===== config.mk =====
export PLATFORM = sky130hd
export DESIGN_NAME = serq_txrx
export DESIGN_NICKNAME = d
export VERILOG_FILES = /design/src/rtl/sq_pkg.sv /design/src/rtl/sq_ram_fifo.sv /design/src/rtl/sq_hold_queue.sv /design/src/rtl/serq_txrx.sv
export SDC_FILE = /design/constraint.sdc
export NUM_CORES = 1
export LEC_CHECK = 0
export ABC_CLOCK_PERIOD_IN_PS = 2940
export CAP_MARGIN = 20
export CORE_MARGIN = 2
export CORE_UTILIZATION = 45
export CTS_CLUSTER_DIAMETER = 30
export DETAILED_ROUTE_END_ITERATION = 7
export GPL_TIMING_DRIVEN = 1
export SYNTH_ARGS = -nofsm -noshare
export SYNTH_HDL_FRONTEND = slang
export SYNTH_SLANG_ARGS = --single-unit

===== constraint.sdc =====
create_clock -name clk -period 2.94 [get_ports clk]
set_input_delay 0.588 -clock clk [delete_from_list [all_inputs] [get_ports clk]]
set_output_delay 0.588 -clock clk [all_outputs]
set_load 0.01 [all_outputs]

===== src/rtl/sq_pkg.sv =====
package sq_pkg;
  // Bits needed to count 0..depth+1 stored words (FIFO plus holding register).
  function automatic int occ_bits(input int depth);
    return $clog2(depth + 2);
  endfunction

  // Bits needed to count 0..depth words in a FIFO.
  function automatic int fill_bits(input int depth);
    return $clog2(depth + 1);
  endfunction

  // Address bits for a FIFO memory, at least one.
  function automatic int addr_bits(input int depth);
    return (depth > 1) ? $clog2(depth) : 1;
  endfunction
endpackage


===== src/rtl/sq_ram_fifo.sv =====
module sq_ram_fifo #(
  parameter int W     = 8,
  parameter int DEPTH = 4
) (
  input  logic                              clk,
  input  logic                              rst,
  input  logic                              clr,
  input  logic                              wr_en,
  input  logic [W-1:0]                      wr_data,
  input  logic                              rd_en,
  output logic [W-1:0]                      rd_q,
  output logic [sq_pkg::fill_bits(DEPTH)-1:0] fill
);
  localparam int AW = sq_pkg::addr_bits(DEPTH);
  localparam int FW = sq_pkg::fill_bits(DEPTH);
  localparam logic [AW-1:0] LAST = AW'(DEPTH - 1);

  logic [W-1:0]  mem [DEPTH];
  logic [AW-1:0] wr_ptr, rd_ptr;

  // Write port and registered read port: block RAM friendly.
  always_ff @(posedge clk) begin
    if (wr_en) mem[wr_ptr] <= wr_data;
    if (rd_en) rd_q <= mem[rd_ptr];
  end

  always_ff @(posedge clk) begin
    if (rst || clr) begin
      wr_ptr <= '0;
      rd_ptr <= '0;
      fill   <= '0;
    end else begin
      if (wr_en) wr_ptr <= (wr_ptr == LAST) ? '0 : wr_ptr + 1'b1;
      if (rd_en) rd_ptr <= (rd_ptr == LAST) ? '0 : rd_ptr + 1'b1;
      fill <= fill + FW'(wr_en) - FW'(rd_en);
    end
  end

  // the queue never writes into a full FIFO
  p_fifo_room_r2: assert property (@(posedge clk) disable iff (rst)
    (wr_en && !clr) |-> (fill < FW'(DEPTH)));
  // the FIFO is only read while it holds data
  p_fifo_avail_r7: assert property (@(posedge clk) disable iff (rst)
    (rd_en && !clr) |-> (fill != '0));
endmodule


===== src/rtl/sq_hold_queue.sv =====
module sq_hold_queue #(
  parameter int W     = 8,
  parameter int DEPTH = 4
) (
  input  logic         clk,
  input  logic         rst,
  input  logic         clr,
  input  logic         push,
  input  logic [W-1:0] push_data,
  input  logic         pop,
  output logic         head_valid,
  output logic [W-1:0] head_data,
  output logic         not_full,
  output logic         push_drop
);
  localparam int CAP = DEPTH + 1;
  localparam int OW  = sq_pkg::occ_bits(DEPTH);
  localparam int FW  = sq_pkg::fill_bits(DEPTH);

  logic [OW-1:0] occ, occ_nx;
  logic [FW-1:0] fifo_fill;
  logic [W-1:0]  fifo_q, byp_q;
  logic          head_from_fifo;
  logic          push_ok, pop_ok, fifo_empty, to_head, fifo_wr, fifo_rd;

  always_comb begin
    push_ok    = push && not_full && !clr;
    pop_ok     = pop && head_valid && !clr;
    fifo_empty = (fifo_fill == '0);
    // Word goes straight to the head when nothing older remains behind it.
    to_head    = push_ok && fifo_empty && (!head_valid || pop_ok);
    fifo_wr    = push_ok && !to_head;
    fifo_rd    = pop_ok && !fifo_empty;
    occ_nx     = occ + OW'(push_ok) - OW'(pop_ok);
    push_drop  = push && !not_full && !clr;
    head_data  = head_from_fifo ? fifo_q : byp_q;
  end

  sq_ram_fifo #(.W(W), .DEPTH(DEPTH)) u_fifo (
    .clk     (clk),
    .rst     (rst),
    .clr     (clr),
    .wr_en   (fifo_wr),
    .wr_data (push_data),
    .rd_en   (fifo_rd),
    .rd_q    (fifo_q),
    .fill    (fifo_fill)
  );

  always_ff @(posedge clk) begin
    if (rst || clr) begin
      occ            <= '0;
      not_full       <= 1'b1;
      head_valid     <= 1'b0;
      head_from_fifo <= 1'b0;
    end else begin
      occ      <= occ_nx;
      not_full <= (occ_nx < OW'(CAP));
      if (to_head || fifo_rd) head_valid <= 1'b1;
      else if (pop_ok)        head_valid <= 1'b0;
      if (fifo_rd)      head_from_fifo <= 1'b1;
      else if (to_head) head_from_fifo <= 1'b0;
    end
  end

  always_ff @(posedge clk) begin
    if (to_head) byp_q <= push_data;
  end

  // the occupancy counter agrees with head plus FIFO contents
  p_occ_sum_r2: assert property (@(posedge clk) disable iff (rst)
    occ == (OW'(head_valid) + OW'(fifo_fill)));
  // never more than depth plus one words
  p_cap_r2: assert property (@(posedge clk) disable iff (rst)
    occ <= OW'(CAP));
  // the head is occupied whenever the queue is not empty
  p_head_when_occ_r4: assert property (@(posedge clk) disable iff (rst)
    (occ != '0) |-> head_valid);
  // a pop with FIFO data behind it leaves the head filled on the next cycle
  p_refill_r7: assert property (@(posedge clk) disable iff (rst)
    (pop_ok && !fifo_empty) |=> head_valid);
endmodule


===== src/rtl/serq_txrx.sv =====
module serq_txrx #(
  parameter int WORD_W   = 8,
  parameter int TX_DEPTH = 4,
  parameter int RX_DEPTH = 4
) (
  input  logic              clk,
  input  logic              rst,
  input  logic              clr,
  input  logic              tx_wr_en,
  input  logic [WORD_W-1:0] tx_wr_data,
  output logic              tx_not_full,
  output logic              tx_overflow,
  output logic              eng_tx_valid,
  output logic [WORD_W-1:0] eng_tx_data,
  input  logic              eng_tx_take,
  input  logic              eng_rx_done,
  input  logic [WORD_W-1:0] eng_rx_data,
  output logic              rx_not_empty,
  output logic [WORD_W-1:0] rx_rd_data,
  input  logic              rx_rd_en,
  output logic              rx_overrun
);
  logic tx_drop, rx_drop, rx_not_full;

  sq_hold_queue #(.W(WORD_W), .DEPTH(TX_DEPTH)) u_txq (
    .clk        (clk),
    .rst        (rst),
    .clr        (clr),
    .push       (tx_wr_en),
    .push_data  (tx_wr_data),
    .pop        (eng_tx_take),
    .head_valid (eng_tx_valid),
    .head_data  (eng_tx_data),
    .not_full   (tx_not_full),
    .push_drop  (tx_drop)
  );

  sq_hold_queue #(.W(WORD_W), .DEPTH(RX_DEPTH)) u_rxq (
    .clk        (clk),
    .rst        (rst),
    .clr        (clr),
    .push       (eng_rx_done),
    .push_data  (eng_rx_data),
    .pop        (rx_rd_en),
    .head_valid (rx_not_empty),
    .head_data  (rx_rd_data),
    .not_full   (rx_not_full),
    .push_drop  (rx_drop)
  );

  always_ff @(posedge clk) begin
    if (rst || clr) begin
      tx_overflow <= 1'b0;
      rx_overrun  <= 1'b0;
    end else begin
      if (tx_drop) tx_overflow <= 1'b1;
      if (rx_drop) rx_overrun  <= 1'b1;
    end
  end

  // a write while full raises the overflow bit
  p_no_overflow_r3: assert property (@(posedge clk) disable iff (rst)
    (tx_wr_en && !tx_not_full && !clr) |=> tx_overflow);
  // overflow is sticky until clear
  p_ovf_sticky_r3: assert property (@(posedge clk) disable iff (rst)
    (tx_overflow && !clr) |=> tx_overflow);
  // an arrival into a full receive queue raises the overrun bit
  p_rx_overrun_r6: assert property (@(posedge clk) disable iff (rst)
    (eng_rx_done && !rx_not_full && !clr) |=> rx_overrun);
  // overrun is sticky until clear
  p_ovr_sticky_r6: assert property (@(posedge clk) disable iff (rst)
    (rx_overrun && !clr) |=> rx_overrun);
  // clear leaves both queues empty and both error bits low
  p_clear_idle_r8: assert property (@(posedge clk) disable iff (rst)
    clr |=> (tx_not_full && !eng_tx_valid && !rx_not_empty && !tx_overflow && !rx_overrun));
endmodule


# [Word-level counts from Yosys, hierarchy flattened]
# Memories as Yosys holds them, arrays and structs flattened. A register that Yosys moved wholly into a read port is not among the register bits.
# Cells that the tools add are included.
[totals] ff_bits=44 ram_bits=64 in_bits=23 wordCells=96 mem_count=2
[op_classes] add_sub_neg=12 magnitude_cmp=2 n_eq_ne=4 n_mux=18 reduce_logical=40
[memory_table] memory="u_rxq.u_fifo.mem" words=4 width=8 read_ports=1 rd_ports_with_merged_regs=1 write_ports=1 line="sq_ram_fifo.sv:18" rtl="logic [W-1:0] mem [DEPTH];"
[memory_table] memory="u_txq.u_fifo.mem" words=4 width=8 read_ports=1 rd_ports_with_merged_regs=1 write_ports=1 line="sq_ram_fifo.sv:18"
[ops] cell="logical AND 1 bit" count=20
[ops] cell="two-way mux 8 bit" count=2
[ops] cell="adder 3 x 1 -> 3 bit" count=4
[ops] cell="two-way mux 1 bit" count=12
[ops] cell="subtractor 3 x 1 -> 3 bit" count=4
[ops] cell="logical NOT 1 bit" count=9
[ops] cell="adder 2 x 1 -> 2 bit (second input constant)" count=4
[ops] cell="equality test 2 bit (second input constant)" count=4
[ops] cell="two-way mux 2 bit" count=4
[ops] cell="nonzero test 2 bit" count=4
[ops] cell="logical NOT 3 bit" count=2
[ops] cell="< comparator 3 bit (second input constant)" count=2
[ops] cell="logical OR 1 bit" count=5

# [Logic depth before layout (Yosys ltp)]
[logic_depth] depth_word=8 ltp_mapped=12

# [By module]
# A second synthesis with hierarchy kept.
[unflattened] cells_unflattened=290 area_unflattened_um2=5009.8
[modules_own_cells] module="sq_ram_fifo" n_inst=2 cells_each=91 area_each_um2=1809.2 seq_area_each_um2=1341.3
[modules_own_cells] module="sq_hold_queue" n_inst=2 cells_each=51 area_each_um2=666.9 seq_area_each_um2=360.3
[modules_own_cells] module="serq_txrx" n_inst=1 cells_each=6 area_each_um2=57.6 seq_area_each_um2=40.0

# [Worst setup path after synthesis]
# Ideal clock, no wire load.
[synth_timing] kind="in2reg" start="input rx_rd_en" end="register u_rxq.u_fifo.fill[2] in the netlist's numbering" setup_time_ps=117 t_arrival_ps=2449 t_required_ps=2823 slack_ps=374 cell_stages=10 path_buffers=0 path_cell_list="nor2b_2 > nor3b_4 > ha_1 > inv_1 > ha_1 > inv_1 > fa_1 > xor2_1 > xnor2_1 > nor2_1"
[synth_via] word_cells_on_any_way=9 cone_classes="add/sub: 2; reduce/logical: 7"
[synth_lines] element="from (decl)" line="serq_txrx.sv:20" rtl="input logic rx_rd_en,"
[synth_lines] element="logical AND 1 bit (2 in a row)" line="sq_hold_queue.sv:28" rtl="pop_ok = pop && head_valid && !clr;"
[synth_lines] element="logical AND 1 bit" line="sq_hold_queue.sv:33" rtl="fifo_rd = pop_ok && !fifo_empty;"
[synth_lines] element="via u_rxq.fifo_rd" line="sq_hold_queue.sv:24" rtl="logic push_ok, pop_ok, fifo_empty, to_head, fifo_wr, fifo_rd;"
[synth_lines] element="subtractor 3 x 1 -> 3 bit" line="sq_ram_fifo.sv:35" rtl="fill <= fill + FW'(wr_en) - FW'(rd_en);"
[synth_lines] element="to (signal assigned)" line="sq_ram_fifo.sv:35"
[synth_lines] element="to (decl)" line="sq_ram_fifo.sv:12" rtl="output logic [sq_pkg::fill_bits(DEPTH)-1:0] fill"
# The timed path passes the listed nets, and every way through them passes these cells.
# A chain may end at the register's enable or synchronous reset.

# [Worst setup path in the final report]
[layout_timing] start="register u_txq.head_from_fifo" end="output eng_tx_data[2]"
[layout_via] elab_chain_cells=1
[layout_rtl] element="from (decl)" line="sq_hold_queue.sv:23" rtl="logic head_from_fifo;"
[layout_rtl] element="from (signal assigned)" line="sq_hold_queue.sv:55" rtl="head_from_fifo <= 1'b0;"
[layout_rtl] element="from (signal assigned)" line="sq_hold_queue.sv:61" rtl="if (fifo_rd) head_from_fifo <= 1'b1;"
[layout_rtl] element="from (signal assigned)" line="sq_hold_queue.sv:62" rtl="else if (to_head) head_from_fifo <= 1'b0;"
[layout_rtl] element="two-way mux 8 bit" line="sq_hold_queue.sv:36" rtl="head_data = head_from_fifo ? fifo_q : byp_q;"
[layout_rtl] element="to (decl)" line="serq_txrx.sv:14" rtl="output logic [WORD_W-1:0] eng_tx_data,"
# Every way passes these cells.

==> impl_metrics.py <==
metrics = {
    "run_status": {
        "status": "completed",
    },
    "cts": {
        "cts_resized": 0,
        "cts_setup_buffers": 0,
        "cts_tree": "built",
        "hold_buffers": 0,
        "clock_latency_ps": 500,
        "cts_made_buffers": 17,
        "cts.path.max_buffers": 2,
        "path_clk_slew_ps": 60,
        "cts_sinks": 124,
        "htree_levels": 4,
        "clock_tree.root_cell": "clkbuf_8",
    },
    "layout": {
        "drive_gt1_frac": 0.251,
        "final_nets": 404,
        "num_antenna_cells": 0,
        "area_growth_syn_to_layout_pct": 24.0,
    },
    "worst_setup_path": {
        "reg2reg_from": "u_rxq.u_fifo.fill[1]",
        "crit_type": "flip-flop to output port",
        "worstPathRequired_ps": 2350,
        "cp.arrival_ps": 1990,
        "critPathCaptureType": "output port",
        "cpPeakStageDelay_ps": 620,
        "crit_start": "u_txq.head_from_fifo",
        "crit_family": "flip-flops",
        "path_buf_inv": 1,
        "startpoint_type": "flip-flop",
        "critPathSlowestCell": "dfxtp_1",
        "path_cells": "mux2_2 -> clkdlybuf4s50_1",
        "cp_max_fo": 9,
    },
    "sta": {
        "rsz0062_at_grt": "false",
        "fmax_mhz": 388,
        "fin_skew_ps": 10.5,
        "fin_setup_tns_ps": 0,
        "final-hold-violation-count": 0,
        "drv_slew": 0,
        "whs_ps": 491,
        "tightestPinTransition_ps": 778,
        "min_period_ps": 2580,
        "finalCritPeriodShare": 0.877,
        "setup_viol": 0,
        "relSlewSlack": 0.481,
    },
    "die": {
        "dieArea_sq_um": 12000,
        "core_area_sq_um": 10800,
        "start_util": 0.462,
        "dieWidth_um": 109,
        "die_h_um": 109,
        "ios": 44,
        "row_count": 38,
    },
    "place": {
        "io_buffers": 43,
        "routabilityCongestion": 0.689,
        "post-dp-hpwl_um": 5260,
    },
    "routing": {
        "first_pass_iters": 4,
        "viasPerCell": 4.95,
        "drtIter0Drc": 84,
        "final_antenna_net_count": 0,
        "wl_um": 8140,
        "drc_errors": 0,
        "dr_total_vias": 2532,
        "post_drt_wl_per_cell_um": 15.9,
    },
    "synthesis": {
        "ys_types": 29,
        "syn_area_sq_um": 5000,
        "yosysWarnings": 0,
        "syn_nets": 341,
        "syn-instance-count": 296,
        "ys_ff_latch": 124,
        "yosysSeqAreaShare": 0.688,
        "avgSynthCellArea_sq_um": 16.9,
    },
    "grt": {
        "grt_usage": 0.151,
        "grt_pass1_wl_um": 13100,
        "grt_pass1_vias": 2540,
        "antenna_found_initial": 0,
        "grt_max_degree": 20,
        "overflow": 0,
    },
    "worst_hold_path": {
        "hp-start": "tx_overflow",
        "hold_path_class": "flip-flop to flip-flop",
    },
    "pwr": {
        "switching_share": 0.204,
        "combPwrFrac": 0.033,
        "seq_power_share": 0.478,
        "ir_worst_vdd_mv": 0.331,
        "power_leakage_nw": 2.20,
        "p_per_area_nw_per_um2": 643,
        "p_int_mw": 3.17,
        "power_frac_clock": 0.489,
        "power.switching_mw": 0.815,
    },
    "job": {
        "drv_cap": 0,
    },
}
-- cells by family after synthesis --
family	count (synthesis)	synth area share
AOI/OAI and AO/OA	16	0.0235
xor gates and xnor gates	8	0.0140
adders and majority gates	22	0.0610
buffers and inverters	32	0.0255
DFF	124	0.688
muxes	36	0.116
and+or+nand+nor	58	0.0720
-- power by group through the flow --
stage	Sequential [mW]	Clock, mW	Combinational (mW)
after floorplan	1.94	0	0.0509
after global placement	1.94	0	0.133
after detailed placement	1.94	0	0.135
after CTS	1.90	1.99	0.136
after global routing	1.91	2.07	0.147
final	1.90	1.95	0.133
-- cell usage in the layout (no fill, tap or decap), drive strengths merged, types with 8 or more instances in the layout --
master / netlist / final
mux2: 16 / 16
ha: 18 / 18
inv: 23 / 26
and3: 8 / 8
clkdlybuf4s50: 0 / 43
mux4: 16 / 16
nor2: 18 / 18
edfxtp: 96 / 96
and2: 11 / 11
clkbuf: 5 / 17
buf: 4 / 10
dfxtp: 28 / 28
-- path summary, 6_finish.rpt --
check | endpoint | slack [ps] | cells after the start
worst min register to register | tx_overflow | 490 | 2
worst max register to register | u_rxq.u_fifo.fill[2] | 620 | 12
worst max-delay path | eng_tx_data[2] | 360 | 2
worst min-delay path | tx_overflow | 490 | 2
-- area by class of cell --
class	count	area (sq um)
fill	872	4640
timing repair buffer	53	505
inverter	23	86.3
sequential	124	3440
clock inverter	14	145
multi-input combinational	140	1430
tap	140	175
clock buffer	17	414
-- flip-flops by register name (all words and copies together) (netlist names), 2 cells and up --
signal               count
u_rxq.u_fifo.rd_ptr      2
u_rxq.u_fifo.mem        32
u_rxq.u_fifo.fill        3
u_txq.u_fifo.wr_ptr      2
u_txq.u_fifo.rd_ptr      2
u_txq.u_fifo.mem        32
u_rxq.occ                3
u_txq.u_fifo.rd_q        8
u_txq.byp_q              8
u_rxq.u_fifo.rd_q        8
u_rxq.u_fifo.wr_ptr      2
u_txq.u_fifo.fill        3
u_rxq.byp_q              8
u_txq.occ                3
-- synth_stat cells, drive strengths merged --
cell type / number / area [sq um]
and2: 11 / 73.8
ha: 18 / 225
edfxtp: 96 / 2880
mux2: 16 / 180
inv: 23 / 86.3
a21oi: 6 / 30.0
and3: 8 / 60.1
nand3: 2 / 10.0
fa: 4 / 80.1
mux4: 16 / 360
mux2i: 4 / 40.0
nand2: 6 / 22.5
nand4: 2 / 12.5
clkbuf: 5 / 21.3
nor3: 6 / 52.6
nor3b: 2 / 37.5
nor2: 18 / 67.6
xnor2: 7 / 61.3
o31ai: 4 / 50.1
nor2b: 2 / 17.5
xor2: 1 / 8.76
dfxtp: 28 / 561
or2: 1 / 6.26
o21ai: 6 / 37.5
buf: 4 / 20.0
-- tightest hold or removal path: stages, from the launching register on --
cell	delay, ps
dfxtp_1	330
a21oi_1	40
nor2_1	80
-- routing by layer --
metal / wire [um] / global-route usage / vias to the layer above
met5: 0 / 0 / -
met4: 58 / 0.0515 / 0
met3: 303 / 0.0528 / 4
met2: 3990 / 0.239 / 43
met1: 3790 / 0.196 / 1265
li1: - / - / 1220
-- through the flow --
step / power, mW / setup slack (ps) / instances / area [sq um] / utilization
floorplan: 1.99 / 374 / 296 / 5000 / -
global placement: 2.07 / 60.7 / 480 / 5640 / 0.521
detailed placement: 2.08 / 7.09 / 480 / 5640 / 0.521
CTS: 4.03 / 312 / 511 / 6200 / 0.572
global route: 4.12 / 258 / 511 / 6200 / 0.572
finish: 3.99 / 361 / 511 / 6200 / 0.572
No activity file was read; power rests on OpenSTA's default activity.
